==> config.mk <==
export PLATFORM = sky130hd
export DESIGN_NAME = i2c_rf_top
export DESIGN_NICKNAME = d
export VERILOG_FILES = /design/src/rtl/i2c_rf_pkg.sv /design/src/rtl/i2c_rf_sync.sv /design/src/rtl/i2c_rf_engine.sv /design/src/rtl/i2c_rf_regs.sv /design/src/rtl/i2c_rf_top.sv
export SDC_FILE = /design/constraint.sdc
export NUM_CORES = 1
export LEC_CHECK = 0
export BUFFER_PORTS_ARGS = -buffer_cell sky130_fd_sc_hd__buf_2
export CAP_MARGIN = 20
export CORE_ASPECT_RATIO = 0.7
export CORE_MARGIN = 2
export CORE_UTILIZATION = 49
export DETAILED_ROUTE_END_ITERATION = 7
export PLACE_DENSITY = 0.65
export SETUP_SLACK_MARGIN = 0.5
export SLEW_MARGIN = 20
export SYNTH_ARGS = -nofsm -noshare
export SYNTH_HDL_FRONTEND = slang
export SYNTH_HIERARCHICAL = 1
export SYNTH_SLANG_ARGS = --single-unit
export TNS_END_PERCENT = 50
==> constraint.sdc <==
create_clock -name clk -period 3.2 [get_ports clk]
set_input_delay 0.16 -clock clk [delete_from_list [all_inputs] [get_ports clk]]
set_output_delay 0.16 -clock clk [all_outputs]
set_load 0.02 [all_outputs]
==> src/rtl/i2c_rf_pkg.sv <==
package i2c_rf_pkg;

    typedef logic [7:0] byte_t;

    typedef enum logic [2:0] {
        ST_IDLE,
        ST_ADDR,
        ST_ADDR_ACK,
        ST_WR_BYTE,
        ST_WR_ACK,
        ST_RD_BYTE,
        ST_RD_ACK,
        ST_HOLD
    } eng_state_e;

    // Conditioned bus events, one system clock wide
    typedef struct packed {
        logic sda;
        logic scl_rise;
        logic scl_fall;
        logic start;
        logic stop;
    } bus_ev_t;

    // Registered write request towards the register file
    typedef struct packed {
        logic  en;
        byte_t addr;
        byte_t data;
    } reg_wr_t;

    // Pointer advance with wrap at the last address
    function automatic byte_t ptr_step(input byte_t cur, input byte_t last);
        return (cur >= last) ? 8'd0 : cur + 8'd1;
    endfunction

endpackage

==> src/rtl/i2c_rf_sync.sv <==
module i2c_rf_sync
    import i2c_rf_pkg::*;
#(
    parameter int STAGES = 2
) (
    input  logic    clk,
    input  logic    rst,
    input  logic    scl_i,
    input  logic    sda_i,
    output bus_ev_t ev
);
    logic [STAGES-1:0] scl_q;
    logic [STAGES-1:0] sda_q;
    logic              scl_d;
    logic              sda_d;
    logic              scl_s;
    logic              sda_s;

    generate
        if (STAGES == 1) begin : g_one
            always_ff @(posedge clk) begin
                if (rst) begin
                    scl_q <= '1;
                    sda_q <= '1;
                end else begin
                    scl_q <= scl_i;
                    sda_q <= sda_i;
                end
            end
        end else begin : g_chain
            always_ff @(posedge clk) begin
                if (rst) begin
                    scl_q <= '1;
                    sda_q <= '1;
                end else begin
                    scl_q <= {scl_q[STAGES-2:0], scl_i};
                    sda_q <= {sda_q[STAGES-2:0], sda_i};
                end
            end
        end
    endgenerate

    assign scl_s = scl_q[STAGES-1];
    assign sda_s = sda_q[STAGES-1];

    always_ff @(posedge clk) begin
        if (rst) begin
            scl_d <= 1'b1;
            sda_d <= 1'b1;
        end else begin
            scl_d <= scl_s;
            sda_d <= sda_s;
        end
    end

    always_comb begin
        ev.sda      = sda_s;
        ev.scl_rise = scl_s & ~scl_d;
        ev.scl_fall = ~scl_s & scl_d;
        ev.start    = scl_s & scl_d & sda_d & ~sda_s;
        ev.stop     = scl_s & scl_d & ~sda_d & sda_s;
    end

endmodule

==> src/rtl/i2c_rf_engine.sv <==
module i2c_rf_engine
    import i2c_rf_pkg::*;
#(
    parameter logic [6:0] DEV_ADDR = 7'h68,
    parameter int         NUM_REGS = 20,
    parameter int         CLK_REGS = 8
) (
    input  logic    clk,
    input  logic    rst,
    input  bus_ev_t ev,
    input  byte_t   rd_data,
    output byte_t   ptr,
    output reg_wr_t wr,
    output logic    freeze,
    output logic    sda_oe
);
    localparam byte_t LAST_ADDR = 8'(NUM_REGS - 1);
    localparam byte_t CLK_LIM   = 8'(CLK_REGS);

    eng_state_e state;
    logic [3:0] cnt;
    byte_t      sr;
    byte_t      tx;
    logic       rw;
    logic       first_wr;
    logic       busy;
    logic       mack;
    logic       ptr_load;

    assign ptr_load = (state == ST_WR_ACK) && first_wr && ev.scl_fall && !ev.start && !ev.stop;
    assign freeze   = busy && (ptr < CLK_LIM);

    always_ff @(posedge clk) begin
        if (rst) begin
            state    <= ST_IDLE;
            cnt      <= '0;
            sr       <= '0;
            tx       <= '0;
            rw       <= 1'b0;
            first_wr <= 1'b0;
            busy     <= 1'b0;
            mack     <= 1'b0;
            ptr      <= '0;
            sda_oe   <= 1'b0;
            wr       <= '0;
        end else begin
            wr.en <= 1'b0;
            if (ev.stop) begin
                state  <= ST_IDLE;
                sda_oe <= 1'b0;
                busy   <= 1'b0;
            end else if (ev.start) begin
                state    <= ST_ADDR;
                cnt      <= '0;
                sda_oe   <= 1'b0;
                first_wr <= 1'b1;
            end else begin
                unique case (state)
                    ST_ADDR, ST_WR_BYTE: begin
                        if (ev.scl_rise && cnt < 4'd8) begin
                            sr  <= {sr[6:0], ev.sda};
                            cnt <= cnt + 4'd1;
                        end else if (ev.scl_fall && cnt == 4'd8) begin
                            if (state == ST_ADDR) begin
                                if (sr[7:1] == DEV_ADDR) begin
                                    rw     <= sr[0];
                                    busy   <= 1'b1;
                                    sda_oe <= 1'b1;
                                    state  <= ST_ADDR_ACK;
                                end else begin
                                    state <= ST_HOLD;
                                end
                            end else begin
                                sda_oe <= 1'b1;
                                state  <= ST_WR_ACK;
                            end
                        end
                    end
                    ST_ADDR_ACK: begin
                        if (ev.scl_fall) begin
                            cnt <= '0;
                            if (rw) begin
                                tx     <= rd_data;
                                sda_oe <= ~rd_data[7];
                                state  <= ST_RD_BYTE;
                            end else begin
                                sda_oe <= 1'b0;
                                state  <= ST_WR_BYTE;
                            end
                        end
                    end
                    ST_WR_ACK: begin
                        if (ev.scl_fall) begin
                            sda_oe <= 1'b0;
                            cnt    <= '0;
                            state  <= ST_WR_BYTE;
                            if (first_wr) begin
                                first_wr <= 1'b0;
                                ptr      <= (sr <= LAST_ADDR) ? sr : 8'd0;
                            end else begin
                                wr.en   <= 1'b1;
                                wr.addr <= ptr;
                                wr.data <= sr;
                                ptr     <= ptr_step(ptr, LAST_ADDR);
                            end
                        end
                    end
                    ST_RD_BYTE: begin
                        if (ev.scl_fall) begin
                            if (cnt == 4'd7) begin
                                sda_oe <= 1'b0;
                                state  <= ST_RD_ACK;
                            end else begin
                                tx     <= {tx[6:0], 1'b0};
                                sda_oe <= ~tx[6];
                                cnt    <= cnt + 4'd1;
                            end
                        end
                    end
                    ST_RD_ACK: begin
                        if (ev.scl_rise) begin
                            mack <= ~ev.sda;
                            if (!ev.sda) begin
                                ptr <= ptr_step(ptr, LAST_ADDR);
                            end
                        end else if (ev.scl_fall) begin
                            if (mack) begin
                                tx     <= rd_data;
                                sda_oe <= ~rd_data[7];
                                cnt    <= '0;
                                state  <= ST_RD_BYTE;
                            end else begin
                                state <= ST_HOLD;
                            end
                        end
                    end
                    default: ;
                endcase
            end
        end
    end

    AST_PTR_RANGE: assert property (@(posedge clk) disable iff (rst)
        ptr <= LAST_ADDR);

    AST_PTR_STEP: assert property (@(posedge clk) disable iff (rst)
        (ptr != $past(ptr)) && !$past(ptr_load) |-> ptr == ptr_step($past(ptr), LAST_ADDR));

    AST_HOLD_RELEASED: assert property (@(posedge clk) disable iff (rst)
        (state == ST_HOLD) |-> !sda_oe);

    AST_OE_ADDRESSED: assert property (@(posedge clk) disable iff (rst)
        sda_oe |-> busy);

endmodule

==> src/rtl/i2c_rf_regs.sv <==
module i2c_rf_regs
    import i2c_rf_pkg::*;
#(
    parameter int NUM_REGS = 20,
    parameter int CLK_REGS = 8
) (
    input  logic                  clk,
    input  logic                  rst,
    input  logic [CLK_REGS*8-1:0] time_i,
    input  logic                  freeze,
    input  reg_wr_t               wr,
    input  byte_t                 rd_addr,
    output byte_t                 rd_data
);
    localparam int    DATA_REGS = NUM_REGS - CLK_REGS;
    localparam int    AW        = $clog2(NUM_REGS);
    localparam byte_t LAST_ADDR = 8'(NUM_REGS - 1);

    logic [CLK_REGS-1:0][7:0]  clk_bank;
    logic [DATA_REGS-1:0][7:0] data_bank;
    logic [NUM_REGS-1:0][7:0]  all_regs;

    generate
        for (genvar k = 0; k < CLK_REGS; k++) begin : g_clk
            always_ff @(posedge clk) begin
                if (rst) begin
                    clk_bank[k] <= '0;
                end else if (wr.en && wr.addr == 8'(k)) begin
                    clk_bank[k] <= wr.data;
                end else if (!freeze) begin
                    clk_bank[k] <= time_i[8*k +: 8];
                end
            end
        end
        for (genvar k = 0; k < DATA_REGS; k++) begin : g_data
            always_ff @(posedge clk) begin
                if (rst) begin
                    data_bank[k] <= '0;
                end else if (wr.en && wr.addr == 8'(k + CLK_REGS)) begin
                    data_bank[k] <= wr.data;
                end
            end
        end
    endgenerate

    assign all_regs = {data_bank, clk_bank};

    always_comb begin
        rd_data = '0;
        if (rd_addr <= LAST_ADDR) begin
            rd_data = all_regs[rd_addr[AW-1:0]];
        end
    end

    AST_FROZEN_STABLE: assert property (@(posedge clk) disable iff (rst)
        (freeze && !wr.en) |=> $stable(clk_bank));

    AST_DATA_WRITE_ONLY: assert property (@(posedge clk) disable iff (rst)
        !wr.en |=> $stable(data_bank));

endmodule

==> src/rtl/i2c_rf_top.sv <==
module i2c_rf_top
    import i2c_rf_pkg::*;
#(
    parameter logic [6:0] DEV_ADDR    = 7'h68,
    parameter int         NUM_REGS    = 20,
    parameter int         CLK_REGS    = 8,
    parameter int         SYNC_STAGES = 2
) (
    input  logic                  clk,
    input  logic                  rst,
    input  logic                  scl_i,
    input  logic                  sda_i,
    input  logic [CLK_REGS*8-1:0] time_i,
    output logic                  sda_oe
);
    bus_ev_t ev;
    byte_t   ptr;
    byte_t   rd_data;
    reg_wr_t wr;
    logic    freeze;

    i2c_rf_sync #(
        .STAGES (SYNC_STAGES)
    ) u_sync (
        .clk   (clk),
        .rst   (rst),
        .scl_i (scl_i),
        .sda_i (sda_i),
        .ev    (ev)
    );

    i2c_rf_engine #(
        .DEV_ADDR (DEV_ADDR),
        .NUM_REGS (NUM_REGS),
        .CLK_REGS (CLK_REGS)
    ) u_engine (
        .clk     (clk),
        .rst     (rst),
        .ev      (ev),
        .rd_data (rd_data),
        .ptr     (ptr),
        .wr      (wr),
        .freeze  (freeze),
        .sda_oe  (sda_oe)
    );

    i2c_rf_regs #(
        .NUM_REGS (NUM_REGS),
        .CLK_REGS (CLK_REGS)
    ) u_regs (
        .clk     (clk),
        .rst     (rst),
        .time_i  (time_i),
        .freeze  (freeze),
        .wr      (wr),
        .rd_addr (ptr),
        .rd_data (rd_data)
    );

endmodule

# ---- Word level (Yosys, flattened, before mapping)
# Cells that the tools add are included.
dict set report op_classes {
  n_addsub 2
  order_cmp 6
  n_eq_ne 62
  mux 73
  bitwise 19
  reduce_logical 48
}
# op count
set ops {}
lappend ops {{two-way mux 8 bit} 24}
lappend ops {{equality test 8 x 4 -> 1 bit, second input constant} 8}
lappend ops {{two-way mux 7 bit} 7}
lappend ops {{binary-select mux 8 bit (select 5 bit)} 1}
lappend ops {{two-way mux 3 bit} 11}
lappend ops {{equality test 8 x 3 -> 1 bit, second input constant} 4}
lappend ops {{equality test 8 x 5 -> 1 bit, second input constant} 4}
lappend ops {{two-way mux 4 bit} 8}
lappend ops {{AND reduction 9 bit} 3}
lappend ops {{inequality test 2 bit, second input constant} 12}
lappend ops {{inequality test 3 x 2 -> 1 bit, second input constant} 8}
lappend ops {{logical AND 1 bit} 23}
lappend ops {{one-hot mux 7 bit (3 select lines)} 1}
lappend ops {{AND reduction 10 bit} 2}
lappend ops {{inequality test 2 x 1 -> 1 bit, second input constant} 9}
lappend ops {{two-way mux 17 bit} 1}
lappend ops {{equality test 8 x 2 -> 1 bit, second input constant} 2}
lappend ops {{less-or-equal comparator 8 x 5 -> 1 bit, second input constant} 2}
lappend ops {{one-hot mux 4 bit (4 select lines)} 1}
lappend ops {{one-hot mux 8 bit (2 select lines)} 1}
lappend ops {{two-way mux 1 bit} 15}
lappend ops {{one-hot mux 3 bit (5 select lines)} 1}
lappend ops {{inequality test 3 bit, second input constant} 4}
lappend ops {{inverter 1 bit} 12}
lappend ops {{30 further kinds} 46}
dict set report word_totals {
  ff_bits 218
  output_inout_bits 1
  wordCells 248
}

# ---- Longest topological paths before layout
# Gate-level depths: netlist of the first run.
dict set report logic_depth {
  depth_word 8
  mapped_depth 10
}

# ---- Modules after synthesis
# Netlist of the first run, hierarchy kept.
# module n_inst cells_per_inst area_per_inst_um2 seq_area_each_um2
set modules_own_cells {}
lappend modules_own_cells {i2c_rf_regs 1 744 7936.4 3203.1}
lappend modules_own_cells {i2c_rf_engine 1 309 2708.8 1041.0}
lappend modules_own_cells {i2c_rf_sync 1 17 197.7 120.1}

# ---- Worst setup path after synthesis of the first run
# OpenSTA, ideal clock, no wires.
dict set report synth_path {
  path_kind {register to register}
  startpoint {register u_engine.ptr[4]}
  endpoint {register u_regs.clk_bank, in the netlist u_regs/all_regs[53]}
  t_arrival_ns 2.101
  required_ns 3.062
  setup_slack_ns 0.961
  path_stages_with_launch 7
  n_path_buf 2
  synth_period_minus_slack_ns 2.239
  path_cell_list {dfxtp_1 or4_1 nor3b_1 buf_2 clkbuf_1 mux2i_1 a211oi_1}
}
dict set report synth_via {
  elab_chain_cells 3
}
# item line
set synth_rtl {}
lappend synth_rtl {{from (decl)} i2c_rf_engine.sv:12} ;# output byte_t ptr,
lappend synth_rtl {{from (signal assigned)} i2c_rf_engine.sv:99} ;# ptr <= (sr <= LAST_ADDR) ? sr : 8'd0;
lappend synth_rtl {{from (signal assigned)} i2c_rf_engine.sv:104} ;# ptr <= ptr_step(ptr, LAST_ADDR);
lappend synth_rtl {{from (signal assigned)} i2c_rf_engine.sv:124} ;# ptr <= ptr_step(ptr, LAST_ADDR);
lappend synth_rtl {{< comparator 8 x 4 -> 1 bit} i2c_rf_engine.sv:31} ;# assign freeze = busy && (ptr < CLK_LIM);
lappend synth_rtl {{logical AND 1 bit} i2c_rf_engine.sv:31}
lappend synth_rtl {{via freeze} i2c_rf_top.sv:20} ;# logic freeze;
lappend synth_rtl {{inequality test 2 bit (no source line)} -}
lappend synth_rtl {{to (signal, indexed assignment)} i2c_rf_regs.sv:29} ;# clk_bank[k] <= wr.data;
lappend synth_rtl {{to (signal, indexed assignment)} i2c_rf_regs.sv:31} ;# clk_bank[k] <= time_i[8*k +: 8];
lappend synth_rtl {{to (decl)} i2c_rf_regs.sv:19} ;# logic [CLK_REGS-1:0][7:0] clk_bank;
# The timed path passes the listed nets, and every way through them passes these cells.
# A chain may end at the register's enable or synchronous reset.

# ---- Worst setup path after layout of the first run
dict set report layout_path {
  startpoint {register u_engine.ptr[1]}
  endpoint {register u_engine.sda_oe}
}
dict set report layout_via {
  elab_chain_cells 8
  elab_cells_between_ends 11
}
# item line
set layout_rtl {}
lappend layout_rtl {{binary-select mux 8 bit (select 5 bit)} i2c_rf_regs.sv:51} ;# rd_data = all_regs[rd_addr[AW-1:0]];
lappend layout_rtl {{two-way mux 8 bit (not written as such)} i2c_rf_regs.sv:51}
lappend layout_rtl {{two-way mux 8 bit (*)} i2c_rf_regs.sv:50} ;# if (rd_addr <= LAST_ADDR) begin
lappend layout_rtl {{via rd_data[7]} i2c_rf_top.sv:18} ;# byte_t rd_data;
lappend layout_rtl {{inverter 1 bit (*)} {i2c_rf_engine.sv:84, i2c_rf_engine.sv:129}}
lappend layout_rtl {{two-way mux 1 bit} i2c_rf_engine.sv:127} ;# if (mack) begin
lappend layout_rtl {{two-way mux 1 bit} i2c_rf_engine.sv:126} ;# end else if (ev.scl_fall) begin
lappend layout_rtl {{two-way mux 1 bit} i2c_rf_engine.sv:121} ;# if (ev.scl_rise) begin
lappend layout_rtl {{one-hot mux 1 bit (5 select lines) (*)} i2c_rf_engine.sv:58} ;# unique case (state)
lappend layout_rtl {{to (signal assigned)} i2c_rf_engine.sv:84} ;# sda_oe <= ~rd_data[7];
lappend layout_rtl {{to (signal assigned)} i2c_rf_engine.sv:115} ;# sda_oe <= ~tx[6];
lappend layout_rtl {{to (signal assigned)} i2c_rf_engine.sv:129} ;# sda_oe <= ~rd_data[7];
lappend layout_rtl {{to (decl)} i2c_rf_engine.sv:15} ;# output logic sda_oe
# Mark *: on every way through the listed nets, which the timed path passes. The rest lies on a longest branch. The select of a mux whose other input is x is not followed.

==> reports/qor.yml, run 1 <==
outcome:
  result_of_the_run: "finished, final reports clean"
die:
  core_area_sq_um: 21680
  fp.dieArea_sq_um: 23350
  dieHeight_um: 128.5
  starting_density: 0.5002
  fp-row-count: 45
  boundaryPins: 69
  die_width_um: 181.8
sta:
  finalSetupTns_ns: 0
  grt_setup_unrepaired: "no"
  max_slew.worst_pin.slew_ns: 1.069
  final.setup.worst_slack_ns: 0.6724
  fin_worst_skew_ns: 0.008244
  setup_viol: 0
  report.final.slew_viol_count: 0
  maximum_clock_rate_mhz: 395.6
  max_slew_headroom: 0.2865
  timing.final.hold_violations: 0
  minimum_period_implied_by_the_final_worst_setup_slack_ns: 2.528
  fin_crit_sh: 0.7899
synthesis:
  ys_types: 68
  syn_avg_cell_area_sq_um: 10.13
  async_sr_flop_fraction: 0
  syn_nets: 1141
  synth.top_cells.by_area: "dfxtp_1, mux2i_1, mux4_2, a211oi_1, nor2_1"
  most_common_cell_in_the_netlist: "dfxtp_1"
  synth_largest_area_cell: "dfxtp_1"
  synth_enable_flop_cells: 0
  netlist_area_sq_um: 10840
  ys_top_cells_by_count: "dfxtp_1, mux2i_1, nor2_1"
  synth.top_cell.area_share: 0.4025
  post_synthesis_sequential_area_ratio: 0.4025
  synth_ff_type: "dfxtp_1"
  ys_ff_latch: 218
  yosys_warnings: 6
  synth_cells: 1070
global_route:
  largest_net_degree_at_the_start_of_global_routing: 119
  antenna_violations_before_repair: 0
  gr-usage-all-layers: 0.2575
  first_global_vias: 8289
  grt_overflow: 0
  grt_first_pass_wirelength_mm: 47.33
finish:
  flow.area_growth_from_synthesis_pct: 14.08
  layout.cells.non_filler: 1416
  n_antenna_cell: 0
  finish.utilization: 0.5706
  design.final.nets: 1193
  layout-drive-gt1-share: 0.1675
critical_path:
  r2r_slack_ns: 0.67
  timing.setup.critical_path_class: "reg -> reg"
  worst_r2r_startpoint: "u_engine/ptr[1]"
  worstPathArrival_ns: 2.96
  setup.worst_path.start_class: "register"
  cp.required_ns: 3.64
  critPathLaunch: "u_engine/ptr[1]"
  cp-end-kind: "register"
  path_max_fanout: 18
route:
  wl_mm: 29.57
  via_count: 8443
  vias_per_std_cell: 5.963
  drt.antenna.violating_nets: 0
  drt_iter0_markers: 690
  route.detailed.wl_per_inst_um: 20.88
  detailedRoute.firstPassIterationCount: 5
  drc: 0
flow_run:
  timing.max_cap.violations: 0
clock_tree:
  cts-htree-levels: 1
  num_cts_buffers: 22
  cts_num_sinks: 218
  cts_tree: "yes"
  cts.path.max_buffers: 3
  clk_pin_slew_worst_paths_ns: 0.06
  clock_latency_ns: 0.51
  root_buffer: "clkbuf_16"
  post-cts-setup-buffers: 0
pwr:
  design_power_total_w: 0.006269
  power-per-cell-area_nw_per_um2: 506.8
  total_leakage_power_nw: 5.301
  irDropWorstVdd_uv: 375.1
worst_hold_path:
  hold_path_class: "in -> reg"
  timing.hold.worst.start: "time_i[38]"
placement:
  dp_cells: 1347
  numPortBuffers: 68
  gpl.final_weighted_congestion: 0.8472
  detailedPlacementHpwl_mm: 19.56
  pre_cts_slack_ns: 0.5085
-- sequential cells by signal, summed over array words and instances (netlist names), 2 cells and up --
name	flops
u_engine/tx	7
u_sync/scl_q	2
u_engine/ptr	8
u_regs/all_regs	160
u_engine/state	3
u_engine/sr	8
u_engine/cnt	4
u_engine/wr	17
u_sync/sda_q	2
-- where the power goes --
group	internal (W)	leakage (nW)	switching, W
clock	0.00157	0.360	0.00108
sequential	0.00279	1.78	0.0000770
combinational	0.000338	3.16	0.000420
-- logic make-up (layout without fill, tap and decap cells) --
| group | Yosys count | count (layout) | synth area share |
|---|---|---|---|
| adders and majority gates | 3 | 3 | 0.003462 |
| and+or+nand+nor | 346 | 346 | 0.1771 |
| DFF | 218 | 218 | 0.4025 |
| buffers and inverters | 105 | 169 | 0.04304 |
| muxes | 242 | 242 | 0.2703 |
| AOI/OAI and AO/OA | 156 | 156 | 0.1036 |
-- cell usage in the layout (no fill, tap or decap), drive strengths merged, types with 13 or more instances in the layout --
cell type	instances
nand2	19
dlygate4sd3	33
buf	87
nor2b	19
a21oi	18
o21ai	16
nand2b	76
dfxtp	218
nor2	135
nand4	20
mux4	40
clkbuf	27
nand3	13
a211oi	82
mux2i	196
-- routing by layer --
metal / vias up / share of wire / track usage
met5: - / 0 / 0
met4: 0 / 0.016 / 0.05069
met3: 34 / 0.078 / 0.05972
met2: 293 / 0.41 / 0.3725
met1: 4099 / 0.50 / 0.3913
li1: 4017 / - / -
-- what timing repair did --
action / in CTS / in global routing
resized for setup: 1 / 0
endpoints found under the hold margin: 33 / 0
hold buffers: 33 / 0
setup endpoints to repair: 1 / 0
-- per-stage QoR --
stage               hold WS (ns)  instance area, sq um
detailed placement        0.3419                 11310
floorplan                 0.2571                 10840
global placement          0.3447                 11310
global route           0.0009484                 12370
finish                  0.004689                 12370
CTS                    0.0002182                 12370
-- critical path, stage by stage, from the launching register on --
cell and delay, ns:
dfxtp_2 0.72, buf_4 0.40, mux4_2 0.34, a211oi_1 0.29, a211oi_1 0.10, o21bai_1 0.20
a21oi_1 0.15, o211ai_1 0.09, mux2i_1 0.15
-- layout make-up --
type	instances	area, sq um
Sequential cell	218	4369
Inverter	13	48.80
Multi-Input combinational cell	747	6017
Fill cell	1873	9308
Clock buffer	27	600.6
Timing Repair Buffer	120	857.1
Tap cell	282	352.8
Clock inverter	9	123.9
-- final timing paths --
check | end | depth (start not counted)
worst max-delay path | u_engine/sda_oe | 8
worst min-delay path | u_regs/all_regs[38] | 3
worst max register to register | u_engine/sda_oe | 8
worst min register to register | u_sync/scl_q[1] | 1
No activity file was read; power rests on OpenSTA's default activity.
==> inputs of run 2 (changes only) <==
Settings changed: ABC_AREA set to 1, PLACE_DENSITY 0.65 to 0.67.
Clock period 3.2 ns to 2 ns, I/O delays scaled along.
==> reports/qor.yml, run 2 <==
critical_path:
  cp.required_ns: 2.43
  setup.worst_path.start_class: "register"
  worstPathArrival_ns: 2.34
  path_max_fanout: 7
  critPathMaxStageDelay_ns: 0.48
  crit_family: "simple AND/OR/NAND/NOR gates"
  timing.setup.critical_path_class: "reg -> reg"
  cp-end-kind: "register"
  crit_buf_inv: 3
  critical_path.most_common_cell: "nand2_1"
  worst_path_max_delay_cell: "dfxtp_4"
  worst_path_cell_chain: "inv_8 > buf_12 > nand2_1 > nand3_1 > nand2_2 > nand2_1 > nand2_1 > inv_1 > nand2_2 > nand2_1 > a21oi_2 > nand2_1 > nand2_1 > nand3_1 > a21oi_2"
finish:
  n_antenna_cell: 0
  layout-drive-gt1-share: 0.2746
  layout_common_cells: "nand2_1, dfxtp_1, a21oi_1"
  flip_flop_count_of_the_largest_register_all_copies_and_words_added: 160
  finish.utilization: 0.7099
  leading_cell_type_in_the_layout_fill_and_taps_excluded: "nand2_1"
  flow.area_growth_from_synthesis_pct: 41.01
  finalInstanceArea_sq_um: 14810
  design.final.nets: 1774
synthesis:
  synth.top_cells.by_area: "dfxtp_1, nand2_1, nand3_1, o21ai_0, a21oi_1"
  netlist_area_sq_um: 10510
  synth.top_cell.area_share: 0.4154
  post_synthesis_sequential_area_ratio: 0.4154
  synth_cells: 1516
  async_sr_flop_fraction: 0
  yosys_warnings: 6
  most_common_cell_in_the_netlist: "nand2_1"
  syn_nets: 1587
  syn_avg_cell_area_sq_um: 6.929
  ys_ff_latch: 218
  ys_top_cells_by_count: "nand2_1, dfxtp_1, nand3_1"
  ys_types: 35
  synth_largest_area_cell: "dfxtp_1"
  synth_enable_flop_cells: 0
  synth_ff_type: "dfxtp_1"
sta:
  max_slew_headroom: 0.4746
  minimum_period_implied_by_the_final_worst_setup_slack_ns: 1.908
  report.final.slew_viol_count: 0
  final.setup.worst_slack_ns: 0.09223
  setup_viol: 0
  grt_setup_unrepaired: "yes"
  finalSetupTns_ns: 0
  fin_worst_skew_ns: 0.01914
  max_slew.worst_pin.slew_ns: 0.7881
  timing.final.hold_violations: 0
  fin_crit_sh: 0.9539
  maximum_clock_rate_mhz: 524.2
route:
  route.detailed.wl_per_inst_um: 20.72
  detailedRoute.firstPassIterationCount: 7
  drt_iter0_markers: 2037
  vias_per_std_cell: 6.122
  via_count: 12210
  drt.antenna.violating_nets: 0
  drc: 0
  wl_mm: 41.34
clock_tree:
  cts_tree: "yes"
  clk_pin_slew_worst_paths_ns: 0.07
  clock_latency_ns: 0.52
  num_cts_buffers: 22
  root_buffer: "clkbuf_16"
  cts_num_sinks: 218
  cts-htree-levels: 1
  cts.path.max_buffers: 3
die:
  fp-row-count: 44
  dieHeight_um: 126.5
  boundaryPins: 69
  die_width_um: 179.0
  starting_density: 0.5035
  fp.dieArea_sq_um: 22650
  core_area_sq_um: 20870
placement:
  detailedPlacementHpwl_mm: 21.71
  placement.cell_area_sq_um: 11260
  numPortBuffers: 68
  gpl.final_weighted_congestion: 0.9724
  pre_cts_slack_ns: 0.1176
global_route:
  first_global_vias: 10930
  grt_overflow: 0
  grt_first_pass_wirelength_mm: 59.41
  largest_net_degree_at_the_start_of_global_routing: 114
  gr-usage-all-layers: 0.3334
  antenna_violations_before_repair: 0
pwr:
  irDropWorstVdd_uv: 532.2
  total_leakage_power_nw: 6.056
  power-per-cell-area_nw_per_um2: 885.0
outcome:
  result_of_the_run: "finished, final reports clean"
worst_hold_path:
  hold_path_class: "in -> reg"
flow_run:
  timing.max_cap.violations: 0
## run 2: cell count changes after synthesis, sizes merged, moves of 46 or more
cell / before / now
nand2: 19 / 343
inv: 12 / 103
nand3: 13 / 197
mux2i: 196 / 0
a21oi: 18 / 170
o21ai: 16 / 200
a211oi: 82 / 0
a31oi: 1 / 47
nand2b: 76 / 0
## run 2: repair_timing
item | 4_1_cts | 5_1_grt
hold endpoints to repair | 65 | 0
gates cloned | 22 | 6
buffers inserted | 30 | 15
setup endpoints to repair | 171 | 177
hold buffers | 65 | 0
resized for setup | 192 | 98
pin swaps | 94 | 60
## run 2: layout make-up
type / instances / area [sq um]
clock buffers: 32 / 679.4
clock inverters: 8 / 145.1
inverters: 104 / 417.9
fillers: 1537 / 6052
repair inverters: 1 / 7.507
multi-input cells: 1099 / 6062
flip-flops and latches: 218 / 4395
well taps: 276 / 345.3
repair buffers: 257 / 2760
## run 2: through the flow
step,cells,hold slack (ns),total power (W)
after global placement,1817,0.2758,0.007410
after detailed placement,1817,0.2821,0.007410
final,1995,0.02135,0.01311
after global routing,1995,0.07329,0.01357
after floorplan,1516,0.1971,0.006625
after CTS,1974,0.003492,0.01281
## run 2: power by group
part / internal (W) / switching, W / leakage (nW)
Combinational: 0.00148 / 0.00220 / 3.87
Sequential: 0.00453 / 0.000206 / 1.78
Clock: 0.00288 / 0.00182 / 0.401
Total: 0.00888 / 0.00423 / 6.06
## run 2: layer usage
layer | wire, um | up-vias | GRT usage
met1 | 16640 | 5547 | 0.4753
met5 | 0 | - | 0
met2 | 17520 | 922 | 0.4966
li1 | - | 5520 | -
met3 | 5078 | 225 | 0.08393
met4 | 2099 | 0 | 0.09804
## run 2: path summary, 6_finish.rpt
| check | from | slack, ns | to | depth (start not counted) |
|---|---|---|---|---|
| max | u_engine/ptr[0] | 0.09 | u_engine/tx[3] | 15 |
| min | time_i[59] | 0.02 | u_regs/all_regs[59] | 5 |
| max reg2reg | u_engine/ptr[0] | 0.09 | u_engine/tx[3] | 15 |
| min reg2reg | u_sync/sda_q[0] | 0.41 | u_sync/sda_q[1] | 1 |
## run 2: cell families after synthesis
| group | share of synthesized area |
|---|---|
| adders and majority gates | 0.003574 |
| buffers and inverters | 0.08135 |
| AOI/OAI and AO/OA | 0.2143 |
| DFF | 0.4154 |
| and+or+nand+nor | 0.2845 |
| xor gates and xnor gates | 0.0008339 |
## run 2: tightest hold or removal path, stage by stage
cell     delay (ns)
buf_2          0.10
nand2_4        0.06
o21ai_2        0.05
o21ai_1        0.07
a21oi_1        0.11
